`config.mk`:
```
export PLATFORM = sky130hd
export DESIGN_NAME = wdog_guard
export DESIGN_NICKNAME = d
export VERILOG_FILES = /design/src/rtl/wdog_guard.sv
export SDC_FILE = /design/constraint.sdc
export NUM_CORES = 1
export LEC_CHECK = 0
export CELL_PAD_IN_SITES_DETAIL_PLACEMENT = 1
export CELL_PAD_IN_SITES_GLOBAL_PLACEMENT = 2
export CORE_MARGIN = 2
export CORE_UTILIZATION = 30
export DETAILED_ROUTE_END_ITERATION = 10
export HOLD_SLACK_MARGIN = 0.08
export PLACE_DENSITY_LB_ADDON = 0.25
export SYNTH_ARGS = -nofsm -noshare
export SYNTH_HDL_FRONTEND = slang
export SYNTH_SLANG_ARGS = --single-unit
```
`constraint.sdc`:
```
create_clock -name clk -period 3.8 [get_ports clk]
set_input_delay 0.57 -clock clk [delete_from_list [all_inputs] [get_ports clk]]
set_output_delay 0.57 -clock clk [all_outputs]
set_load 0.05 [all_outputs]
```
`src/rtl/wdog_guard.sv`:
```
module wdog_guard #(
  parameter int CNT_W = 16,
  parameter logic [7:0] WR_KEY = 8'h5A,
  parameter logic [7:0] RD_KEY = 8'h69,
  parameter int TAP_A = 15,
  parameter int TAP_B = 13,
  parameter int TAP_C = 9,
  parameter int TAP_D = 6
) (
  input  logic        clk,
  input  logic        rst_n,
  input  logic        fast_tick,
  input  logic        slow_tick,
  input  logic        wr_en,
  input  logic [15:0] wr_data,
  output logic [15:0] rd_data,
  input  logic        irq_enable,
  input  logic        irq_ack,
  input  logic        flag_clr,
  output logic        sys_rst_req,
  output logic        irq_flag,
  output logic        irq
);
  localparam logic [CNT_W-1:0] ONES = {CNT_W{1'b1}};

  logic [7:0]       ctrl;
  logic [CNT_W-1:0] cnt;
  logic [CNT_W-1:0] mask;
  logic             flag_q, rst_q;

  wire key_ok  = wr_data[15:8] == WR_KEY;
  wire wr_good = wr_en & key_ok;
  wire wr_bad  = wr_en & ~key_ok;
  wire kick    = wr_good & wr_data[3];
  wire tick    = ~ctrl[7] & (ctrl[2] ? slow_tick : fast_tick);

  always_comb begin
    case (ctrl[1:0])
      2'b00:   mask = ONES >> (CNT_W - TAP_A);
      2'b01:   mask = ONES >> (CNT_W - TAP_B);
      2'b10:   mask = ONES >> (CNT_W - TAP_C);
      default: mask = ONES >> (CNT_W - TAP_D);
    endcase
  end

  wire wrap    = (cnt & mask) == mask;
  wire expire  = tick & wrap & ~kick;
  wire wd_fire = expire & ~ctrl[4];
  wire tm_fire = expire & ctrl[4];
  wire sys_hit = wd_fire | wr_bad;

  always_ff @(posedge clk or negedge rst_n) begin
    if (!rst_n) begin
      ctrl   <= '0;
      cnt    <= '0;
      flag_q <= 1'b0;
      rst_q  <= 1'b0;
    end else begin
      rst_q <= sys_hit;
      if (sys_hit) begin
        ctrl <= '0;
        cnt  <= '0;
      end else begin
        if (wr_good) ctrl <= {wr_data[7:4], 1'b0, wr_data[2:0]};
        if (kick) cnt <= '0;
        else if (tick) cnt <= cnt + 1'b1;
      end
      if (sys_hit | tm_fire) flag_q <= 1'b1;
      else if (flag_clr | (irq_ack & ctrl[4])) flag_q <= 1'b0;
    end
  end

  assign rd_data     = {RD_KEY, ctrl};
  assign sys_rst_req = rst_q;
  assign irq_flag    = flag_q;
  assign irq         = flag_q & irq_enable & ctrl[4];

  AST_BADKEY_RESET: assert property (@(posedge clk) disable iff (!rst_n)
    (wr_en && wr_data[15:8] != WR_KEY) |=> (sys_rst_req && irq_flag && rd_data[7:0] == 8'h00));
  AST_KICK_ZERO: assert property (@(posedge clk) disable iff (!rst_n)
    (wr_en && wr_data[15:8] == WR_KEY && wr_data[3]) |=> (cnt == '0));
  AST_RST_SINGLE: assert property (@(posedge clk) disable iff (!rst_n)
    (sys_rst_req && !wr_en) |=> !sys_rst_req);
  AST_TIMER_NO_RESET: assert property (@(posedge clk) disable iff (!rst_n)
    (ctrl[4] && !wr_en) |=> !sys_rst_req);
  AST_HOLD_FREEZE: assert property (@(posedge clk) disable iff (!rst_n)
    (ctrl[7] && !wr_en) |=> $stable(cnt));
endmodule

```
==> run_results.csv, run 1 <==
group,metric,value,unit
floorplanning,core-area,4690,µm²
clocking,clock-root-buffer,"clkbuf_8",
worst_setup_path,start_kind,"input port",
worst_setup_path,max_stage_delay,0.57,ns
clocking,cts-hold-fix-buffers,0,
clocking,path_clk_slew,0.09,ns
power_and_ir_drop,power_frac_comb,0.148,
yosys,synth_area,1450,µm²
worst_setup_path,critPathTopFamily,"compound AO/OA/AOI/OAI gates",
min_path,whs_endpoint,"ctrl[6]$_DFFE_PN0P_",
power_and_ir_drop,power.total,0.000523,W
min_path,hold_depth,2,
yosys,synth.distinct_cells,43,
final_layout,layout-drive-gt1-share,0.103,
power_and_ir_drop,p_int,0.000380,W
power_and_ir_drop,seq_power_share,0.501,
power_and_ir_drop,powerDensity,284,nW/µm²
timing,finalHoldViolCount,0,
route,route.detailed.drc,0,
timing,skew,0.00314,ns
timing,tns,0,ns
placed_design,io_buffers,33,
timing,max_freq,386,MHz
worst_setup_path,cp_num_buf_inv,1,
worst_setup_path,crit_type,"input port to register",
run_status,status,"complete, no violations",
min_path,hp-start,"ctrl[6]$_DFFE_PN0P_",
worst_setup_path,r2r_setup_slack,1.46,ns
worst_setup_path,required,3.98,ns
floorplanning,num_io_pins,43,
global_route,grt_max_degree,25,
timing,slew_viol_final,0,
global_route,overflow,0,
clocking,cts_buffer_depth,2,
worst_setup_path,slowest_stage,"a31oi_2",
worst_setup_path,rr_endpoint,"cnt[10]$_DFFE_PN0P_",
timing,layout_min_cycle_time,2.59,ns
route,routed_wl,3770,µm
worst_setup_path,worstPathArrival,2.76,ns
final_layout,area_delta_synth_final,27.0,%
worst_setup_path,critPathMaxFanout,11,
yosys,ys_seq_area_frac,0.415,
clocking,clkLatencyLatePin,0.27,ns
floorplanning,initial_core_util,0.309,
route,via_count,1243,
timing,slew_headroom,0.248,
final_layout,mostFrequentLayoutCells,"clkdlybuf4s50_1, dfrtp_1, nand2_1",
worst_setup_path,r2r_start,"cnt[0]$_DFFE_PN0P_",
final_layout,final_common_cell,"clkdlybuf4s50_1",
power_and_ir_drop,p_sw,0.000143,W
clocking,post_cts_buffers,0,
yosys,syn_area_per_cell,9.47,µm²
yosys,ys_warn_count,0,
yosys,synth-seq-cells,24,
timing,rsz0062_at_grt,"false",
global_route,grt_pass1_vias,1349,
placed_design,gp_routability_congestion,0.747,
clocking,clkSinkCount,24,
final_layout,num_antenna_cells,0,
route,ant_nets,0,
worst_setup_path,path_depth,6,
clocking,cts.repair.resized,0,
timing,tightestPinTransition,1.12,ns
route,viasPerCell,5.20,
route,drt-pass1-iter-count,4,
timing,min_period_over_period,0.681,
yosys,syn-instance-count,153,
route,wl_per_cell,15.8,µm
global_route,grt_pass1_wl,6430,µm
floorplanning,die_h,73.5,µm
clocking,cts_tree,"built",
min_path,hp-class,"register to register",
global_route,grt.total_usage,0.153,
timing,finalSetupViolCount,0,
route,drt_iter0_markers,32,
worst_setup_path,end_kind,"register",
worst_setup_path,reg2reg_depth,6,
flow_run,cap_violations,0,
clocking,htree_levels,1,
placed_design,dpl.hpwl,2970,µm
final_layout,finalNetCount,211,
worst_setup_path,cp_cell_sequence,"clkdlybuf4s50_1 > nand4bb_1 > o31a_1 > a31oi_2 > nand2_1 > o311ai_1",
floorplanning,die_w,73.5,µm
global_route,grt_antenna_before_repair,0,
floorplanning,num_rows,25,
power_and_ir_drop,switching_share,0.273,
clocking,cts_made_buffers,3,
floorplanning,die_area,5400,µm²
power_and_ir_drop,vdd_ir_drop_max,0.123,mV
power_and_ir_drop,clockPowerShare,0.351,
power_and_ir_drop,leakage,0.730,nW
-- worst max-delay path by stage --
| stage | slack [ns] | startpoint | end |
|---|---|---|---|
| detailed placement | 0.87 | wr_data[15] | cnt[10]$_DFFE_PN0P_ |
| floorplan | 1.92 | ctrl[2]$_DFFE_PN0P_ | ctrl[4]$_DFFE_PN0P_ |
| global placement | 1.04 | wr_data[15] | cnt[12]$_DFFE_PN0P_ |
| global route | 0.99 | wr_data[13] | cnt[10]$_DFFE_PN0P_ |
| finish | 1.21 | wr_data[15] | cnt[10]$_DFFE_PN0P_ |
| CTS | 1.15 | wr_data[10] | cnt[10]$_DFFE_PN0P_ |
-- power groups by stage --
stage	registers (W)	logic, W	clock network, W
CTS	0.000262	0.0000789	0.000189
global placement	0.000266	0.0000773	0
finish	0.000262	0.0000773	0.000184
global route	0.000262	0.0000829	0.000197
detailed placement	0.000267	0.0000789	0
floorplan	0.000271	0.0000435	0
-- worst register-to-register path, stage by stage (launching register included) --
cell and delay [ns]:
dfrtp_1 0.44, ha_1 0.24, nand3_1 0.18, nor4_4 0.10
a31oi_2 0.61, nand2_1 0.31, o311ai_1 0.36
-- routing by layer --
| metal | wire [µm] | global-route usage | up-vias | part of all wire |
|---|---|---|---|---|
| met2 | 1900 | 0.264 | 35 | 0.50 |
| met3 | 169 | 0.0261 | 5 | 0.045 |
| met1 | 1640 | 0.190 | 607 | 0.44 |
| li1 | - | - | 596 | - |
| met4 | 58 | 0.0545 | 0 | 0.015 |
| met5 | 0 | 0 | - | 0 |
-- layout make-up --
cell class	instances	area, µm²
Tap cell	54	67.6
Timing Repair Buffer	33	330
Sequential cell	24	601
Fill cell	552	2850
Clock buffer	4	55.1
Inverter	3	11.3
Multi-Input combinational cell	121	776
-- cells by family after synthesis --
family,count (synthesis),synth area share
XOR/XNOR,4,0.0242
flip-flops,24,0.415
other,2,0.00518
adder cells (fa/ha/maj),1,0.00863
AO/OA/AOI/OAI,32,0.197
AND/OR/NAND/NOR,74,0.275
multiplexers,1,0.00691
buffers and inverters,15,0.0682
-- through the flow --
| stage | util | setup slack, ns | hold slack [ns] | area (µm²) | std cells |
|---|---|---|---|---|---|
| floorplan | - | 1.92 | 0.274 | 1480 | 160 |
| global placement | 0.381 | 1.04 | 0.509 | 1790 | 235 |
| detailed placement | 0.381 | 0.868 | 0.512 | 1790 | 235 |
| CTS | 0.392 | 1.15 | 0.549 | 1840 | 239 |
| global route | 0.392 | 0.991 | 0.606 | 1840 | 239 |
| finish | 0.392 | 1.21 | 0.539 | 1840 | 239 |
-- state kept, by name, indices dropped and copies added, names as in the netlist --
register / flops
sys_rst_req: 1
irq_flag: 1
ctrl: 7
cnt: 15
-- cell usage after synthesis --
cell | n | area, µm²
a21o_1 | 1 | 7.51
a21oi_1 | 7 | 35.0
a22oi_2 | 2 | 25.0
a31oi_1 | 1 | 6.26
a31oi_2 | 1 | 12.5
a31oi_4 | 1 | 21.3
and3_1 | 7 | 43.8
and4_1 | 1 | 8.76
buf_2 | 1 | 5.00
buf_4 | 9 | 67.6
buf_6 | 1 | 11.3
clkbuf_1 | 1 | 3.75
conb_1 | 2 | 7.51
dfrtp_1 | 24 | 601
ha_1 | 1 | 12.5
inv_1 | 3 | 11.3
mux2i_1 | 1 | 10.0
nand2_1 | 21 | 78.8
nand2b_1 | 1 | 6.26
nand3_1 | 18 | 90.1
nand3_4 | 1 | 17.5
nand3b_1 | 1 | 7.51
nand4_1 | 1 | 6.26
nand4_2 | 1 | 12.5
nand4bb_1 | 2 | 22.5
nor2_1 | 14 | 52.6
nor2_2 | 1 | 6.26
nor4_4 | 1 | 21.3
o211ai_1 | 1 | 7.51
o211ai_2 | 2 | 25.0
o21a_1 | 2 | 15.0
o21ai_0 | 3 | 15.0
o21ai_1 | 1 | 5.00
o22ai_1 | 1 | 6.26
o311ai_1 | 4 | 35.0
o31a_1 | 1 | 8.76
o31ai_1 | 1 | 7.51
o31ai_2 | 2 | 25.0
o32ai_4 | 1 | 27.5
or2_1 | 1 | 6.26
or2_2 | 2 | 12.5
or3_1 | 1 | 6.26
xor2_1 | 4 | 35.0
Note: power is estimated with default switching activity, not from simulation.
==> run 2, diff against run 1 <==
CORE_UTILIZATION = 25   (was 30)
clock period = 2.35 ns   (was 3.8 ns; I/O delays follow)
==> run 2 against run 1 <==
Die area up 19%; critical endpoint is now rd_data[7]; global-route usage down 1.7 points; register-to-register slack worse by 0.96 ns.
==> run_results.csv, run 2 (synthesis gave the netlist of run 1 again) <==
group,metric,value,unit
run_status,status,"complete, no violations",
worst_setup_path,start_kind,"register",
floorplanning,num_io_pins,43,
floorplanning,die_area,6420,µm²
worst_setup_path,required,2.00,ns
floorplanning,initial_core_util,0.262,
clocking,cts_made_buffers,3,
final_layout,largest_reg_flops,15,
power_and_ir_drop,vdd_ir_drop_max,0.186,mV
timing,rsz0062_at_grt,"false",
clocking,cts_tree,"built",
worst_setup_path,critPathTopFamily,"buffers and inverters",
clocking,cts_buffer_depth,2,
global_route,grt_pass1_vias,1398,
worst_setup_path,crit_type,"register to output port",
final_layout,num_antenna_cells,0,
power_and_ir_drop,p_int,0.000620,W
worst_setup_path,rr_endpoint,"ctrl[4]$_DFFE_PN0P_",
power_and_ir_drop,p_sw,0.000230,W
power_and_ir_drop,leakage,0.772,nW
global_route,top_usage_layer,"met2",
global_route,use_met3,0.0270,
flow_run,cap_violations,0,
global_route,grt_antenna_before_repair,0,
worst_setup_path,r2r_setup_slack,0.50,ns
timing,finalHoldViolCount,0,
final_layout,postLayoutCoreUtil,0.347,
final_layout,regMostFlops,"cnt",
power_and_ir_drop,powerDensity,443,nW/µm²
worst_setup_path,end_kind,"output port",
final_layout,multi_input_area,776,µm²
timing,min_period_over_period,0.812,
floorplanning,die_h,80.1,µm
timing,tightestPinTransition,0.506,ns
floorplanning,num_rows,27,
power_and_ir_drop,seq_power_share,0.497,
worst_setup_path,cp_cell_sequence,"clkdlybuf4s50_1",
global_route,grt_max_degree,25,
route,routed_wl,3900,µm
global_route,use_met1,0.164,
route,viasPerCell,4.82,
power_and_ir_drop,clockPowerShare,0.346,
final_layout,regArea,601,µm²
final_layout,reg_top3,"cnt: 15 flops, ctrl: 7 flops",
global_route,grt.total_usage,0.136,
clocking,cts-hold-fix-buffers,0,
worst_setup_path,reg2reg_depth,6,
route,route.detailed.drc,0,
timing,finalSetupViolCount,0,
placed_design,dpl.hpwl,3100,µm
route,drt-pass1-iter-count,3,
clocking,cts.repair.resized,0,
global_route,grtUsageMet2,0.242,
route,ant_nets,0,
power_and_ir_drop,power_frac_comb,0.157,
timing,max_freq,524,MHz
worst_setup_path,slowest_stage,"clkdlybuf4s50_1",
worst_setup_path,critPathMaxFanout,4,
final_layout,layout-drive-gt1-share,0.145,
clocking,clkSinkCount,24,
clocking,path_clk_slew,0.09,ns
timing,skew,0.00100,ns
clocking,htree_levels,1,
power_and_ir_drop,switching_share,0.270,
clocking,clock-root-buffer,"clkbuf_8",
placed_design,io_buffers,33,
global_route,overflow,0,
route,drt_iter0_markers,76,
worst_setup_path,max_stage_delay,0.84,ns
worst_setup_path,worstPathArrival,1.56,ns
route,via_count,1276,
timing,slew_headroom,0.661,
final_layout,area_delta_synth_final,32.6,%
clocking,post_cts_buffers,0,
global_route,grt_pass1_wl,6810,µm
clocking,clkLatencyLatePin,0.27,ns
timing,layout_min_cycle_time,1.91,ns
route,wl_per_cell,14.7,µm
floorplanning,die_w,80.1,µm
floorplanning,core-area,5540,µm²
min_path,hp-class,"input port to async pin",
worst_setup_path,cp_num_buf_inv,1,
placed_design,gp_routability_congestion,0.705,
timing,slew_viol_final,0,
final_layout,mostFrequentLayoutCells,"clkdlybuf4s50_1, dfrtp_1, nand2_1",
worst_setup_path,r2r_start,"cnt[0]$_DFFE_PN0P_",
timing,tns,0,ns
final_layout,finalNetCount,219,
final_layout,fillers,664,
final_layout,final_common_cell,"clkdlybuf4s50_1",
## run 2: layout make-up
cell class                 instances  share of cell area
clock buffer                       4              0.0287
inverter                           3             0.00586
multi-input combinational        121               0.404
sequential                        24               0.313
tap                               72              0.0469
timing repair buffer              41               0.202
## run 2: how the worst max path moves through the flow
stage,end,start,slack (ns),cells past startpoint
2_1_floorplan,ctrl[4]$_DFFE_PN0P_,ctrl[2]$_DFFE_PN0P_,0.47,5
3_3_place_gp,cnt[9]$_DFFE_PN0P_,wr_data[15],0.24,7
3_5_place_dp,cnt[12]$_DFFE_PN0P_,wr_data[15],0.12,6
4_1_cts,cnt[12]$_DFFE_PN0P_,wr_data[15],0.41,6
5_1_grt,cnt[12]$_DFFE_PN0P_,wr_data[15],0.30,6
6_report,rd_data[7],ctrl[7]$_DFFE_PN0P_,0.44,1
## run 2: through the flow
step           hold slack [ns]  setup slack, ns  cell area, µm²  cells  power (W)
2_1_floorplan           0.0569            0.466            1480    160   0.000508
3_3_place_gp             0.514            0.238            1870    261   0.000563
3_5_place_dp             0.521            0.124            1870    261   0.000567
4_1_cts                  0.458            0.408            1920    265   0.000862
5_1_grt                  0.472            0.296            1920    265   0.000892
6_report                 0.450            0.441            1920    265   0.000850
## run 2: routing by layer
metal	vias up	wire, µm
li1	612	-
met1	622	1710
met3	5	178
met4	0	47
met2	37	1960
met5	-	0
## run 2: power groups by stage
stage | clock network, W | registers (W) | logic, W
final | 0.000294 | 0.000422 | 0.000134
after global routing | 0.000324 | 0.000423 | 0.000145
after CTS | 0.000304 | 0.000423 | 0.000136
after detailed placement | 0 | 0.000431 | 0.000136
after global placement | 0 | 0.000430 | 0.000133
after floorplan | 0 | 0.000438 | 0.0000703
==> run 3, diff against run 2 <==
CORE_UTILIZATION = 28   (was 25)
clock period = 1.8 ns   (was 2.35 ns; I/O delays follow)
==> run 3 against run 2 <==
Largest cell class unchanged; first-iteration DRC count is 51% lower; core utilization is 9.2 points higher; highest routed layer unchanged; clock skew is 0.0061 ns higher; via count is 7.5% higher; sequential power is 31% higher; clock-buffer cell count stayed put; global-route usage is 1.4 points higher; worst hold slack worse by 0.082 ns.
==> run_results.csv, run 3 (synthesis gave the netlist of run 1 again) <==
group,metric,value,unit
placed_design,gp_routability_congestion,0.793,
final_layout,regMostFlops,"cnt",
worst_setup_path,worstPathArrival,1.90,ns
global_route,grt_max_degree,25,
timing,layout_min_cycle_time,1.75,ns
timing,setup_ws,0.0484,ns
route,via_count,1372,
clocking,cts-hold-fix-buffers,0,
clocking,cts_tree,"built",
power_and_ir_drop,vdd_ir_drop_max,0.266,mV
timing,skew,0.00706,ns
worst_setup_path,critPathMaxFanout,8,
timing,slew_viol_final,0,
global_route,grt_antenna_before_repair,0,
worst_setup_path,crit_start,"cnt[1]$_DFFE_PN0P_",
worst_setup_path,r2r_setup_slack,0.05,ns
final_layout,num_antenna_cells,0,
route,drt_iter0_markers,37,
clocking,cts_made_buffers,3,
final_layout,area_delta_synth_final,52.7,%
floorplanning,die_w,75.9,µm
final_layout,postLayoutCoreUtil,0.439,
flow_run,cap_violations,0,
floorplanning,die_h,75.9,µm
final_layout,reg_top3,"cnt: 15 flops, ctrl: 7 flops",
worst_setup_path,rr_endpoint,"cnt[3]$_DFFE_PN0P_",
global_route,overflow,0,
power_and_ir_drop,power.total,0.00109,W
worst_setup_path,reg2reg_depth,9,
global_route,grt.total_usage,0.150,
route,ant_nets,0,
final_layout,mostFrequentLayoutCells,"buf_4, clkdlybuf4s50_1, dfrtp_1",
floorplanning,num_io_pins,43,
worst_setup_path,start_kind,"register",
floorplanning,initial_core_util,0.287,
placed_design,dp_slack,-0.269,ns
clocking,clkLatencyLatePin,0.27,ns
timing,min_period_over_period,0.973,
floorplanning,die_area,5770,µm²
clocking,clkSinkCount,24,
timing,tightestPinTransition,0.507,ns
power_and_ir_drop,leakage,0.926,nW
worst_setup_path,r2r_start,"cnt[1]$_DFFE_PN0P_",
timing,slew_headroom,0.661,
run_status,status,"complete, no violations",
floorplanning,core-area,5040,µm²
clocking,cts_buffer_depth,2,
timing,finalHoldViolCount,0,
route,viasPerCell,4.80,
power_and_ir_drop,powerDensity,495,nW/µm²
timing,finalSetupViolCount,0,
final_layout,largest_reg_flops,15,
clocking,htree_levels,1,
route,routed_wl,4260,µm
global_route,grt_pass1_vias,1544,
final_layout,final_common_cell,"buf_4",
placed_design,dpl.hpwl,3200,µm
placed_design,io_buffers,33,
floorplanning,num_rows,26,
route,wl_per_cell,14.9,µm
min_path,hp-class,"input port to async pin",
clocking,path_clk_slew,0.09,ns
timing,max_freq,571,MHz
clocking,clock-root-buffer,"clkbuf_8",
final_layout,layout-drive-gt1-share,0.319,
final_layout,finalNetCount,242,
worst_setup_path,crit_type,"register to register",
global_route,grt_pass1_wl,7150,µm
route,drt-pass1-iter-count,4,
route,route.detailed.drc,0,
worst_setup_path,end_kind,"register",
worst_setup_path,required,1.95,ns
==> run 3: final cells by class <==
cell class / instances / area, µm²
Multi-Input combinational cell: 121 / 878
Clock buffer: 4 / 45.0
Tap cell: 70 / 87.6
Fill cell: 573 / 2830
Sequential cell: 24 / 603
Inverter: 3 / 11.3
Timing Repair Buffer: 64 / 587
==> run 3: worst max-delay path, cell delays in order (launching register included) <==
cell and delay (ns):
dfrtp_1 0.39, ha_2 0.23, nand3_4 0.09, nor4_4 0.20, buf_4 0.17, a31oi_4 0.08, buf_6 0.17, buf_12 0.12
nand3_2 0.07, o311ai_2 0.10
==> run 3: where the power goes <==
group	internal [W]	total (W)	leakage, nW	switching, W
Combinational	0.0000910	0.000207	0.578	0.000116
Sequential	0.000546	0.000551	0.325	0.00000591
Clock	0.000158	0.000336	0.0228	0.000178
==> run 3: per-stage QoR <==
step,instances,area (µm²),setup TNS [ns],hold WS [ns]
floorplan,160,1480,0,-0.0256
global placement,273,1980,-3.49,0.513
detailed placement,273,1980,-4.34,0.524
CTS,280,2040,0,0.385
global route,286,2210,-0.294,0.396
finish,286,2210,0,0.368
==> run 3: per-layer routing <==
layer | global-route usage | share of wire | vias to the layer above
met5 | 0 | 0 | -
met4 | 0.0327 | 0.014 | 0
met3 | 0.0286 | 0.049 | 6
met2 | 0.285 | 0.53 | 39
met1 | 0.174 | 0.41 | 666
li1 | - | - | 661
==> run 3: timing repair <==
action	in CTS	in global routing
cloned	0	0
resized for setup	0	18
setup buffers	3	6
pin swaps	1	8
setup endpoints to repair	4	20
==> run 3: worst max path at each step <==
| stage | endpoint | depth (start not counted) |
|---|---|---|
| 6_report | cnt[3]$_DFFE_PN0P_ | 9 |
| 5_1_grt | cnt[3]$_DFFE_PN0P_ | 9 |
| 4_1_cts | cnt[11]$_DFFE_PN0P_ | 7 |
| 3_5_place_dp | ctrl[4]$_DFFE_PN0P_ | 6 |
| 3_3_place_gp | ctrl[4]$_DFFE_PN0P_ | 6 |
| 2_1_floorplan | cnt[9]$_DFFE_PN0P_ | 6 |
